==> src/rtl/rfr_pkg.sv <==
package rfr_pkg;
  localparam logic [7:0] HDR_PREAMBLE = 8'hAA;
  localparam logic [3:0] HDR_TYPE_RNG = 4'b0011;
  localparam logic [7:0] TRL_POSTAMB  = 8'h55;

  typedef enum logic [2:0] {
    ST_IDLE,
    ST_HDR,
    ST_PAY,
    ST_TRL,
    ST_SKIP
  } rx_state_e;
endpackage

==> src/rtl/rfr_sync.sv <==
module rfr_sync #(
  parameter int W = 3,
  parameter int STAGES = 2,
  parameter logic [W-1:0] RST_VAL = '0
) (
  input  logic         clk,
  input  logic         rst,
  input  logic [W-1:0] d,
  output logic [W-1:0] q
);
  logic [W-1:0] chain [STAGES];

  generate
    for (genvar s = 0; s < STAGES; s++) begin : g_stage
      always_ff @(posedge clk) begin
        if (rst) chain[s] <= RST_VAL;
        else if (s == 0) chain[s] <= d;
        else chain[s] <= chain[(s == 0) ? 0 : s-1];
      end
    end
  endgenerate

  assign q = chain[STAGES-1];
endmodule

==> src/rtl/rfr_word_asm.sv <==
module rfr_word_asm #(
  parameter int WORD_W = 32,
  localparam int CNT_W = $clog2(WORD_W)
) (
  input  logic              clk,
  input  logic              rst,
  input  logic              sclk_s,
  input  logic              mosi_s,
  input  logic              csn_s,
  output logic              word_vld,
  output logic [WORD_W-1:0] word,
  output logic              cs_start,
  output logic              cs_end
);
  logic              sclk_q, csn_q;
  logic [WORD_W-2:0] shreg;
  logic [CNT_W-1:0]  bit_cnt;
  logic              rise;

  assign rise = sclk_s & ~sclk_q & ~csn_s;

  always_ff @(posedge clk) begin
    if (rst) begin
      sclk_q   <= 1'b0;
      csn_q    <= 1'b1;
      shreg    <= '0;
      bit_cnt  <= '0;
      word_vld <= 1'b0;
      word     <= '0;
      cs_start <= 1'b0;
      cs_end   <= 1'b0;
    end else begin
      sclk_q   <= sclk_s;
      csn_q    <= csn_s;
      cs_start <= csn_q & ~csn_s;
      cs_end   <= ~csn_q & csn_s;
      word_vld <= 1'b0;
      if (csn_s) begin
        bit_cnt <= '0;
      end else if (rise) begin
        shreg <= {shreg[WORD_W-3:0], mosi_s};
        if (bit_cnt == CNT_W'(WORD_W-1)) begin
          bit_cnt  <= '0;
          word     <= {shreg, mosi_s};
          word_vld <= 1'b1;
        end else begin
          bit_cnt <= bit_cnt + 1'b1;
        end
      end
    end
  end
endmodule

==> src/rtl/rfr_parser.sv <==
module rfr_parser
  import rfr_pkg::*;
#(
  parameter int WORD_W   = 32,
  parameter int NUM_BINS = 16,
  localparam int HALF_W  = WORD_W/2,
  localparam int BIN_W   = $clog2(NUM_BINS)
) (
  input  logic                     clk,
  input  logic                     rst,
  input  logic                     word_vld,
  input  logic [WORD_W-1:0]        word,
  input  logic                     cs_start,
  input  logic                     cs_end,
  output logic                     bin_valid,
  output logic [BIN_W-1:0]         bin_idx,
  output logic signed [HALF_W-1:0] bin_i,
  output logic signed [HALF_W-1:0] bin_q,
  output logic                     frame_done,
  output logic                     frame_error,
  output logic [8:0]               chirp_idx,
  output logic [9:0]               txmax_cfg,
  output logic [3:0]               frame_num,
  output logic [1:0]               cfg_msg,
  output logic [15:0]              checksum
);
  rx_state_e        state;
  logic [BIN_W-1:0] bin_cnt;

  always_ff @(posedge clk) begin
    if (rst) begin
      state       <= ST_IDLE;
      bin_cnt     <= '0;
      bin_valid   <= 1'b0;
      bin_idx     <= '0;
      bin_i       <= '0;
      bin_q       <= '0;
      frame_done  <= 1'b0;
      frame_error <= 1'b0;
      chirp_idx   <= '0;
      txmax_cfg   <= '0;
      frame_num   <= '0;
      cfg_msg     <= '0;
      checksum    <= '0;
    end else begin
      bin_valid   <= 1'b0;
      frame_done  <= 1'b0;
      frame_error <= 1'b0;
      if (cs_end) begin
        if (state == ST_PAY || state == ST_TRL) frame_error <= 1'b1;
        state <= ST_IDLE;
      end else if (cs_start) begin
        state <= ST_HDR;
      end else if (word_vld) begin
        unique case (state)
          ST_HDR: begin
            if (word[31:24] == HDR_PREAMBLE && word[23:20] == HDR_TYPE_RNG) begin
              chirp_idx <= word[19:11];
              txmax_cfg <= word[9:0];
              bin_cnt   <= '0;
              state     <= ST_PAY;
            end else begin
              state <= ST_SKIP;
            end
          end
          ST_PAY: begin
            bin_valid <= 1'b1;
            bin_idx   <= bin_cnt;
            bin_i     <= word[WORD_W-1:HALF_W];
            bin_q     <= word[HALF_W-1:0];
            bin_cnt   <= bin_cnt + 1'b1;
            if (bin_cnt == BIN_W'(NUM_BINS-1)) state <= ST_TRL;
          end
          ST_TRL: begin
            if (word[7:0] == TRL_POSTAMB) begin
              frame_done <= 1'b1;
              checksum   <= word[31:16];
              frame_num  <= word[15:12];
              cfg_msg    <= word[9:8];
            end else begin
              frame_error <= 1'b1;
            end
            state <= ST_SKIP;
          end
          default: ;
        endcase
      end
    end
  end
endmodule

==> src/rtl/radar_frame_rx.sv <==
module radar_frame_rx #(
  parameter int WORD_W      = 32,
  parameter int NUM_BINS    = 16,
  parameter int SYNC_STAGES = 2,
  localparam int HALF_W     = WORD_W/2,
  localparam int BIN_W      = $clog2(NUM_BINS)
) (
  input  logic                     clk,
  input  logic                     rst,
  input  logic                     spi_sclk,
  input  logic                     spi_mosi,
  input  logic                     spi_csn,
  output logic                     bin_valid,
  output logic [BIN_W-1:0]         bin_idx,
  output logic signed [HALF_W-1:0] bin_i,
  output logic signed [HALF_W-1:0] bin_q,
  output logic                     frame_done,
  output logic                     frame_error,
  output logic [8:0]               chirp_idx,
  output logic [9:0]               txmax_cfg,
  output logic [3:0]               frame_num,
  output logic [1:0]               cfg_msg,
  output logic [15:0]              checksum
);
  logic [2:0]        pins_s;
  logic              word_vld, cs_start, cs_end;
  logic [WORD_W-1:0] word;

  rfr_sync #(.W(3), .STAGES(SYNC_STAGES), .RST_VAL(3'b100)) u_sync (
    .clk(clk), .rst(rst),
    .d({spi_csn, spi_sclk, spi_mosi}),
    .q(pins_s)
  );

  rfr_word_asm #(.WORD_W(WORD_W)) u_asm (
    .clk(clk), .rst(rst),
    .sclk_s(pins_s[1]), .mosi_s(pins_s[0]), .csn_s(pins_s[2]),
    .word_vld(word_vld), .word(word),
    .cs_start(cs_start), .cs_end(cs_end)
  );

  rfr_parser #(.WORD_W(WORD_W), .NUM_BINS(NUM_BINS)) u_parse (
    .clk(clk), .rst(rst),
    .word_vld(word_vld), .word(word),
    .cs_start(cs_start), .cs_end(cs_end),
    .bin_valid(bin_valid), .bin_idx(bin_idx), .bin_i(bin_i), .bin_q(bin_q),
    .frame_done(frame_done), .frame_error(frame_error),
    .chirp_idx(chirp_idx), .txmax_cfg(txmax_cfg),
    .frame_num(frame_num), .cfg_msg(cfg_msg), .checksum(checksum)
  );
endmodule

==> config.mk <==
export PLATFORM = sky130hd
export DESIGN_NAME = radar_frame_rx
export DESIGN_NICKNAME = d
export VERILOG_FILES = /design/src/rtl/rfr_pkg.sv /design/src/rtl/rfr_sync.sv /design/src/rtl/rfr_word_asm.sv /design/src/rtl/rfr_parser.sv /design/src/rtl/radar_frame_rx.sv
export SDC_FILE = /design/constraint.sdc
export NUM_CORES = 1
export LEC_CHECK = 0
export ABC_AREA = 0
export BUFFER_PORTS_ARGS = -buffer_cell sky130_fd_sc_hd__clkbuf_2
export CAP_MARGIN = 20
export CORE_MARGIN = 2
export CORE_UTILIZATION = 30
export DETAILED_ROUTE_END_ITERATION = 10
export HOLD_SLACK_MARGIN = 0.06
export MAX_ROUTING_LAYER = met4
export SYNTH_ARGS = -nofsm -noshare
export SYNTH_HDL_FRONTEND = slang
export SYNTH_SLANG_ARGS = --single-unit
==> constraint.sdc <==
create_clock -name clk -period 2.3 [get_ports clk]
set_clock_uncertainty 0.15 [all_clocks]
set_input_delay 0.345 -clock clk [delete_from_list [all_inputs] [get_ports clk]]
set_output_delay 0.345 -clock clk [all_outputs]
set_load 0.05 [all_outputs]
==> results of run 1 <==
final timing paths:
check / startpoint / endpoint / slack (ns) / cells after the start
setup / recovery: u_asm.bit_cnt[0]$_SDFFE_PP0P_ / u_asm.word[11]$_SDFFE_PP0P_ / 0.43 / 7
hold / removal: rst / u_sync.chain[1][1]$_SDFF_PP0_ / 0.21 / 2
setup reg to reg: u_asm.bit_cnt[0]$_SDFFE_PP0P_ / u_asm.word[11]$_SDFFE_PP0P_ / 0.43 / 7
hold reg to reg: u_sync.chain[0][2]$_SDFF_PP1_ / u_sync.chain[1][2]$_SDFF_PP1_ / 0.27 / 1
per-stage QoR:
stage	util, %	total power [mW]	hold WS (ns)
finish	37.6	5.87	0.210
global route	37.6	6.08	0.220
global placement	34.3	3.02	0.253
floorplan	-	3.00	0.239
detailed placement	34.3	3.02	0.254
CTS	37.6	5.94	0.202
routing by layer:
layer	up-vias	GRT usage, %
met5	-	-
met4	0	4.36
met3	18	4.20
met2	97	21.2
met1	2404	19.3
li1	2620	-
cells in the final DEF, fill, tap and decap left out, drive strengths merged, types with 3 or more instances in the layout:
cell type	count
o21ai	44
ha	3
nand4	4
and4bb	5
or2	3
and3	3
inv	4
clkinv	8
nor2	7
dfxtp	166
a21oi	149
bufinv	3
dlygate4sd3	3
nand2	211
nor2b	6
clkbuf	103
buf	24
nor3	4
nand3	43
critical path: cells and delay by family (launching register included):
| family | cells | cell delay [ns] |
|---|---|---|
| adders and majority gates | 2 | 0.46 |
| and+or+nand+nor | 3 | 0.45 |
| DFF | 1 | 0.39 |
| buffers and inverters | 1 | 0.23 |
| AOI/OAI and AO/OA | 1 | 0.11 |
kinds of logic (layout without fill, tap and decap cells):
family | after synthesis | count (layout) | synth area share [%]
mux | 1 | 1 | 0.166
xor+xnor | 1 | 1 | 0.145
compound gates | 200 | 200 | 16.9
buf+inv | 61 | 146 | 4.77
simple gates | 301 | 301 | 22.3
flops | 166 | 166 | 55.1
fa+ha+maj | 3 | 3 | 0.623
power groups by stage:
| stage | sequential, mW | combinational (mW) | clock (mW) |
|---|---|---|---|
| after floorplan | 2.95 | 0.0500 | 0 |
| after global placement | 2.95 | 0.0693 | 0 |
| after detailed placement | 2.95 | 0.0689 | 0 |
| after CTS | 2.89 | 0.0732 | 2.98 |
| after global routing | 2.89 | 0.0797 | 3.11 |
| final | 2.89 | 0.0724 | 2.91 |
cell type report:
| class | instances | area share (%) |
|---|---|---|
| Timing Repair Buffer | 110 | 9.00 |
| Sequential cell | 166 | 45.1 |
| Multi-Input combinational cell | 506 | 32.9 |
| Clock inverter | 12 | 2.07 |
| Tap cell | 265 | 4.50 |
| Inverter | 4 | 0.204 |
| Clock buffer | 20 | 6.20 |
registers in the layout (all words and copies together), names as in the netlist, 5 cells and up:
register and flops:
u_sync.chain 6, u_asm.bit_cnt 5, u_parse.bin_q 16, u_parse.chirp_idx 9
u_asm.word 32, u_parse.bin_i 16, u_asm.shreg 31, u_parse.txmax_cfg 10
u_parse.checksum 16
==> impl_metrics.tcl, run 1 <==
set metrics [dict create \
    grt_max_degree 77 \
    critPathMaxFanout 15 \
    num_vias 5139 \
    endpoint_kind "register" \
    regArea_um2 3320 \
    wl_per_cell_um 13.6 \
    finalWorstSetupSlack_ns 0.435 \
    critPathArrivalTime_ns 2.07 \
    crit_path_cell_trace "ha_1, and3_1, ha_1, and2_1, buf_4, nand2_1, a21oi_1" \
    instances_no_fill 1083 \
    final_area_um2 7370 \
    worst_slew_pin_slew_ns 0.687 \
    finalMaxSlewViolations 0 \
    grt_pass1_wl_um 24400 \
    hp-class "in -> reg" \
    p_leak_nw 2.61 \
    fin_crit_sh_pct 81.1 \
    root_buffer "clkbuf_16" \
    overflow 0 \
    dpl.cell_count 1048 \
    synth_edf_count 0 \
    nNetsFinal 813 \
    cap_viol_max_count 0 \
    path_clk_slew_ns 0.06 \
    grt_pass1_vias 4672 \
    intPower_mw 4.66 \
    route.met3.wl_um 669 \
    rsz0062_at_grt "no" \
    cts-resized-gates 0 \
    drt-initial-drc-count 382 \
    die_x_um 146 \
    multi_input_area_um2 2420 \
    io_pins 85 \
    comb_power_share_pct 1.2 \
    p_sw_share_pct 20.6 \
    antenna_left 0 \
    ys_seq_elements 166 \
    yosys.area.top_type "dfxtp_1" \
    dpl_cell_area_um2 6730 \
    postCtsHoldBufs 3 \
    final-setup-viol-count 0 \
    cts_tree "yes" \
    firstDrtPassIters 5 \
    fillers 2026 \
    die_area_um2 21200 \
    cts_setup_buffers 0 \
    synth_cells 733 \
    avgSynthCellArea_um2 8.23 \
    ys.flop_type "dfxtp_1" \
    max_freq_mhz 536 \
    rows 51 \
    synth_area_leaders "dfxtp_1 (55%), nand2_1 (13%), a21oi_1 (12%)" \
    routed_wl_um 14800 \
    tns_ns 0 \
    cp_slowest_stage_delay_ns 0.39 \
    synth_common_cells "nand2_1 (211), dfxtp_1 (166), a21oi_1 (149), o21ai_0 (44), nand3_1 (43)" \
    start_util_pct 30.8 \
    yosys_warnings 0 \
    diodes 0 \
    die_y_um 146 \
    io_buffer_count 84 \
    grt_usage_pct 14.5 \
    dp_hpwl_um 9620 \
    ys_types 38 \
    crit_top_cell "ha_1" \
    p_switching_mw 1.21 \
    critPathKind "reg -> reg" \
    cts_max_level 4 \
    ir_drop_mv 0.439 \
    area_growth_pct 22.2 \
    status "finished clean" \
    yosysMostFrequentCell "nand2_1" \
    finalCriticalPeriod_ns 1.87 \
    pre_cts_ws_ns 0.442 \
    netlist_area_um2 6030 \
    cp-start-kind "register" \
    core_area_um2 19600 \
    wl_met1_um 7290 \
    finalHoldViolCount 0 \
    cts.path.max_buffers 2 \
    cp.required_ns 2.51 \
    mappedNetlistNets 741 \
    slew_headroom_pct 54.1 \
    clkPwrFrac_pct 49.6 \
    vias_per_cell 4.75 \
    p_seq_share_pct 49.2 \
    ys_seq_area_share_pct 55.1 \
    drc 0 \
    drive_gt1_share_pct 17.6 \
    cts_made_buffers 17 \
    async_flop_share_pct 0 \
    gp_congestion 0.772 \
    synth_top_area_share_pct 55.1 \
    slowest_stage "dfxtp_1" \
    top_layer "met4" \
    cellPowerDensity_nw_per_um2 797 \
    clkLatencyLatePin_ns 0.43 \
    clkSinkCount 166 \
    wl_met2_um 6630 \
    antenna_found_initial 0 \
]
No activity file was read; power rests on OpenSTA's default activity.
==> run 2, diff against run 1 <==
clock period = 1.58 ns   (was 2.3 ns; I/O delays follow)
==> impl_metrics.tcl, run 2 (synthesis results as in run 1) <==
set metrics [dict create \
    status "complete, but fails checks" \
    violations "negative setup slack" \
    ir_drop_mv 0.692 \
    routed_wl_um 16700 \
    firstDrtPassIters 5 \
    r2r-end "u_asm.word[1]$_SDFFE_PP0P_" \
    wl_per_cell_um 14.7 \
    critPathMaxFanout 11 \
    overflow 0 \
    finalWorstSetupSlack_ns -0.0226 \
    fin_util_pct 41.4 \
    die_x_um 146 \
    critPathKind "reg -> reg" \
    final_cell_mix "nand2_1 (197), dfxtp_1 (160), a21oi_1 (122)" \
    tns_ns -0.139 \
    area_growth_pct 34.5 \
    grt_max_degree 45 \
    largest_register "u_asm.word" \
    start_util_pct 30.8 \
    antenna_left 0 \
    endpoint_kind "register" \
    rrSetupSlack_ns -0.02 \
    root_buffer "clkbuf_16" \
    die_area_um2 21200 \
    reg2regPathDepth 7 \
    rsz0062_at_grt "yes" \
    num_vias 5434 \
    instances_no_fill 1132 \
    hp-class "in -> reg" \
    clkLatencyLatePin_ns 0.43 \
    r2r_start "u_asm.bit_cnt[0]$_SDFFE_PP0P_" \
    min_path_cells 2 \
    rows 51 \
    die_y_um 146 \
    cts_made_buffers 17 \
    gp_congestion 0.790 \
    grt_pass1_wl_um 26300 \
    critPathArrivalTime_ns 1.82 \
    hold_end "u_sync.chain[1][2]$_SDFF_PP1_" \
    finalHoldViolCount 0 \
    diodes 0 \
    grt_pass1_vias 5119 \
    io_buffer_count 84 \
    clkSinkCount 166 \
    cp-start-kind "register" \
    dpl.cell_count 1084 \
    cts_max_level 4 \
    drive_gt1_share_pct 28.5 \
    cp.required_ns 1.79 \
    dpl_cell_area_um2 7060 \
    largest_reg_flops 32 \
    io_pins 85 \
    finalMaxSlewViolations 0 \
    hp-start "rst" \
    finalCriticalPeriod_ns 1.60 \
    nNetsFinal 863 \
    cellPowerDensity_nw_per_um2 1020 \
    max_freq_mhz 624 \
    worst_slew_pin_slew_ns 0.383 \
    final_area_um2 8110 \
    pre_cts_ws_ns -0.0170 \
    total_power_mw 8.27 \
    cts.path.max_buffers 2 \
    vias_per_cell 4.80 \
    reg.largest.list "u_asm.word: 32 flops, u_asm.shreg: 31 flops" \
    cts_tree "yes" \
    drt-initial-drc-count 407 \
    core_area_um2 19600 \
    final-setup-viol-count 13 \
    slew_headroom_pct 74.4 \
    grt_usage_pct 15.7 \
    cap_viol_max_count 0 \
    layout_commonest_cell "nand2_1" \
    drc 0 \
    fin_crit_sh_pct 101 \
    timing.hold.ws_ns 0.0920 \
    dp_hpwl_um 10400 \
    antenna_found_initial 0 \
    p_leak_nw 2.93 \
    path_clk_slew_ns 0.06 \
]
-- run 2: changes by cell type in the layout (fill, tap and decap cells not counted), moves of 12 or more --
cell	previous run	this run
a21oi_1	149	122
a21oi_2	0	27
o21ai_0	44	21
o21ai_1	0	22
buf_4	21	42
nand2_1	211	197
buf_6	0	12
nand2_2	0	12
-- run 2: metal layers --
metal  GRT usage (%)  part of all wire (%)  up-vias
li1                -                     -     2722
met1            20.6                    47     2570
met2            23.5                    47      120
met3            4.36                   4.5       22
met4            5.29                   1.8        0
met5               -                     0        -
-- run 2: report_power, final --
| part | switching [mW] | internal (mW) |
|---|---|---|
| Sequential | 0.00566 | 4.19 |
| Combinational | 0.0969 | 0.0484 |
| Clock | 1.67 | 2.25 |
| Total | 1.77 | 6.50 |
-- run 2: what timing repair did --
item                                    in CTS  in global routing
endpoints found under the setup margin      41                116
gates resized for setup                     10                 96
endpoints found under the hold margin        5                  0
pin swaps                                    2                 12
gates cloned                                 1                  4
setup buffers                                2                  1
hold buffers                                 9                  0
-- run 2: area by class of cell --
type,instances,area [µm²]
fill,1955,11500
sequential,166,3330
multi-input combinational,506,2640
timing repair buffer,160,1230
clock buffer,21,460
tap,265,332
clock inverter,10,96.3
inverter,4,15.0
-- run 2: how the worst max path moves through the flow --
stage	start	slack (ns)	cells past startpoint	end
3_5_place_dp	u_asm.bit_cnt[1]$_SDFFE_PP0P_	-0.02	7	u_asm.word[29]$_SDFFE_PP0P_
2_1_floorplan	u_asm.bit_cnt[0]$_SDFFE_PP0P_	0.002	8	u_asm.word[22]$_SDFFE_PP0P_
4_1_cts	u_asm.bit_cnt[0]$_SDFFE_PP0P_	-0.008	5	u_asm.bit_cnt[3]$_SDFFE_PP0P_
5_1_grt	u_asm.bit_cnt[0]$_SDFFE_PP0P_	-0.08	7	u_asm.word[30]$_SDFFE_PP0P_
3_3_place_gp	u_parse.state[2]$_SDFFE_PP0P_	-0.03	4	u_parse.bin_cnt[2]$_SDFFE_PP0P_
6_report	u_asm.bit_cnt[0]$_SDFFE_PP0P_	-0.02	7	u_asm.word[1]$_SDFFE_PP0P_
-- run 2: worst max-delay path, cell delays in order (launching register included) --
cell     delay, ns
dfxtp_2       0.35
ha_4          0.14
and3_4        0.18
ha_4          0.16
and2_4        0.21
buf_12        0.15
nand2_1       0.08
a21oi_2       0.12
==> run 3, diff against run 2 <==
clock period = 2 ns   (was 1.58 ns; I/O delays follow)
==> impl_metrics.tcl, run 3 (synthesis results as in run 1) <==
set metrics [dict create \
    slew_headroom_pct 64.2 \
    grt_pass1_wl_um 24900 \
    io_buffer_count 84 \
    cp.required_ns 2.21 \
    instances_no_fill 1085 \
    drc 0 \
    worst_slew_pin_slew_ns 0.537 \
    critPathMaxFanout 7 \
    dpl_cell_area_um2 6780 \
    route.met3.wl_um 695 \
    fin_util_pct 38.0 \
    largest_register "u_asm.word" \
    rsz0062_at_grt "no" \
    area_growth_pct 23.3 \
    vias_per_cell 4.76 \
    status "finished clean" \
    core_area_um2 19600 \
    antenna_left 0 \
    die_y_um 146 \
    fillers 2066 \
    antenna_found_initial 0 \
    finalHoldViolCount 0 \
    endpoint_kind "register" \
    overflow 0 \
    dp_hpwl_um 9780 \
    final-setup-viol-count 0 \
    die_x_um 146 \
    final_cell_mix "nand2_1 (211), dfxtp_1 (166), a21oi_1 (149)" \
    critPathArrivalTime_ns 2.03 \
    p_seq_share_pct 48.8 \
    total_power_mw 6.81 \
    p_sw_share_pct 20.2 \
    start_util_pct 30.8 \
    tns_ns 0 \
    intPower_mw 5.43 \
    top_layer "met4" \
    wl_per_cell_um 13.6 \
    largest_reg_flops 32 \
    p_leak_nw 2.63 \
    wl_met2_um 6820 \
    clkPwrFrac_pct 50.0 \
    drt-initial-drc-count 382 \
    io_pins 85 \
    firstDrtPassIters 4 \
    grt_usage_pct 14.8 \
    diodes 0 \
    finalMaxSlewViolations 0 \
    grt_max_degree 51 \
    cellPowerDensity_nw_per_um2 916 \
    layout_commonest_cell "nand2_1" \
    routed_wl_um 14800 \
    cts_made_buffers 17 \
    regArea_um2 3320 \
    nNetsFinal 816 \
    p_switching_mw 1.37 \
    num_vias 5166 \
    cp-start-kind "register" \
    comb_power_share_pct 1.2 \
    root_buffer "clkbuf_16" \
    cap_viol_max_count 0 \
    reg.largest.list "u_asm.word: 32 flops, u_asm.shreg: 31 flops" \
    wl_met1_um 7060 \
    clkSinkCount 166 \
    rows 51 \
    grt_pass1_vias 4903 \
    drive_gt1_share_pct 18.2 \
    ir_drop_mv 0.436 \
    finalCriticalPeriod_ns 1.82 \
    rrSetupSlack_ns 0.18 \
    gp_congestion 0.743 \
    hp-class "in -> reg" \
    cts_max_level 4 \
    critPathKind "reg -> reg" \
    die_area_um2 21200 \
    max_freq_mhz 549 \
    multi_input_area_um2 2430 \
    path_clk_slew_ns 0.06 \
    fin_crit_sh_pct 91.1 \
    cts_tree "yes" \
    clkLatencyLatePin_ns 0.43 \
    dpl.cell_count 1051 \
    cts.path.max_buffers 2 \
    final_area_um2 7440 \
]
run 3: changes by cell type in the layout (fill, tap and decap cells not counted), sizes merged:
cell / previous run / this run
dlygate4sd3: 9 / 3
bufinv: 1 / 3
clkinvlp: 1 / 2
buf: 64 / 27
clkinv: 5 / 4
clkbuf: 108 / 104
inv: 7 / 5
run 3: metal layers:
metal  vias up  global-route usage (%)
li1       2619                       -
met1      2422                    19.2
met2       105                    22.3
met3        20                    3.79
met4         0                    5.44
met5         -                       -
run 3: worst paths after layout:
path | end | start | cells past startpoint
hold / removal | u_parse.bin_q[15]$_SDFFE_PP0P_ | rst | 2
setup / recovery | u_asm.bit_cnt[3]$_SDFFE_PP0P_ | u_asm.bit_cnt[0]$_SDFFE_PP0P_ | 5
setup reg to reg | u_asm.bit_cnt[3]$_SDFFE_PP0P_ | u_asm.bit_cnt[0]$_SDFFE_PP0P_ | 5
hold reg to reg | u_sync.chain[1][2]$_SDFF_PP1_ | u_sync.chain[0][2]$_SDFF_PP1_ | 1
run 3: power groups by stage:
stage / Combinational [mW] / Sequential, mW / Clock [mW]
2_1_floorplan: 0.0575 / 3.39 / 0
3_3_place_gp: 0.0816 / 3.39 / 0
3_5_place_dp: 0.0817 / 3.39 / 0
4_1_cts: 0.0869 / 3.32 / 3.48
5_1_grt: 0.0952 / 3.32 / 3.64
6_report: 0.0850 / 3.32 / 3.40
run 3: final cells by class:
cell class | instances | area share [%]
inverter | 4 | 0.202
clock buffer | 21 | 6.46
multi-input combinational | 506 | 32.7
sequential | 166 | 44.7
timing repair buffer | 113 | 9.56
clock inverter | 10 | 1.95
tap | 265 | 4.46
run 3: metrics by stage:
stage	setup WS (ns)	hold WS, ns
after floorplan	0.230	0.239
after detailed placement	0.145	0.247
after global placement	0.160	0.242
final	0.178	0.197
after global routing	0.0491	0.226
after CTS	0.117	0.197
run 3: what timing repair did:
action                                 4_1_cts  5_1_grt
setup buffers                                0        0
endpoints found under the hold margin        3        0
hold buffers                                 3        0
setup endpoints to repair                    0       28
gates resized for setup                      0        2
run 3: critical path: stages (launching register included):
cell and delay [ns]:
dfxtp_1 0.34, ha_1 0.22, and3_1 0.18, ha_2 0.20, or4_1 0.50, a21oi_1 0.16
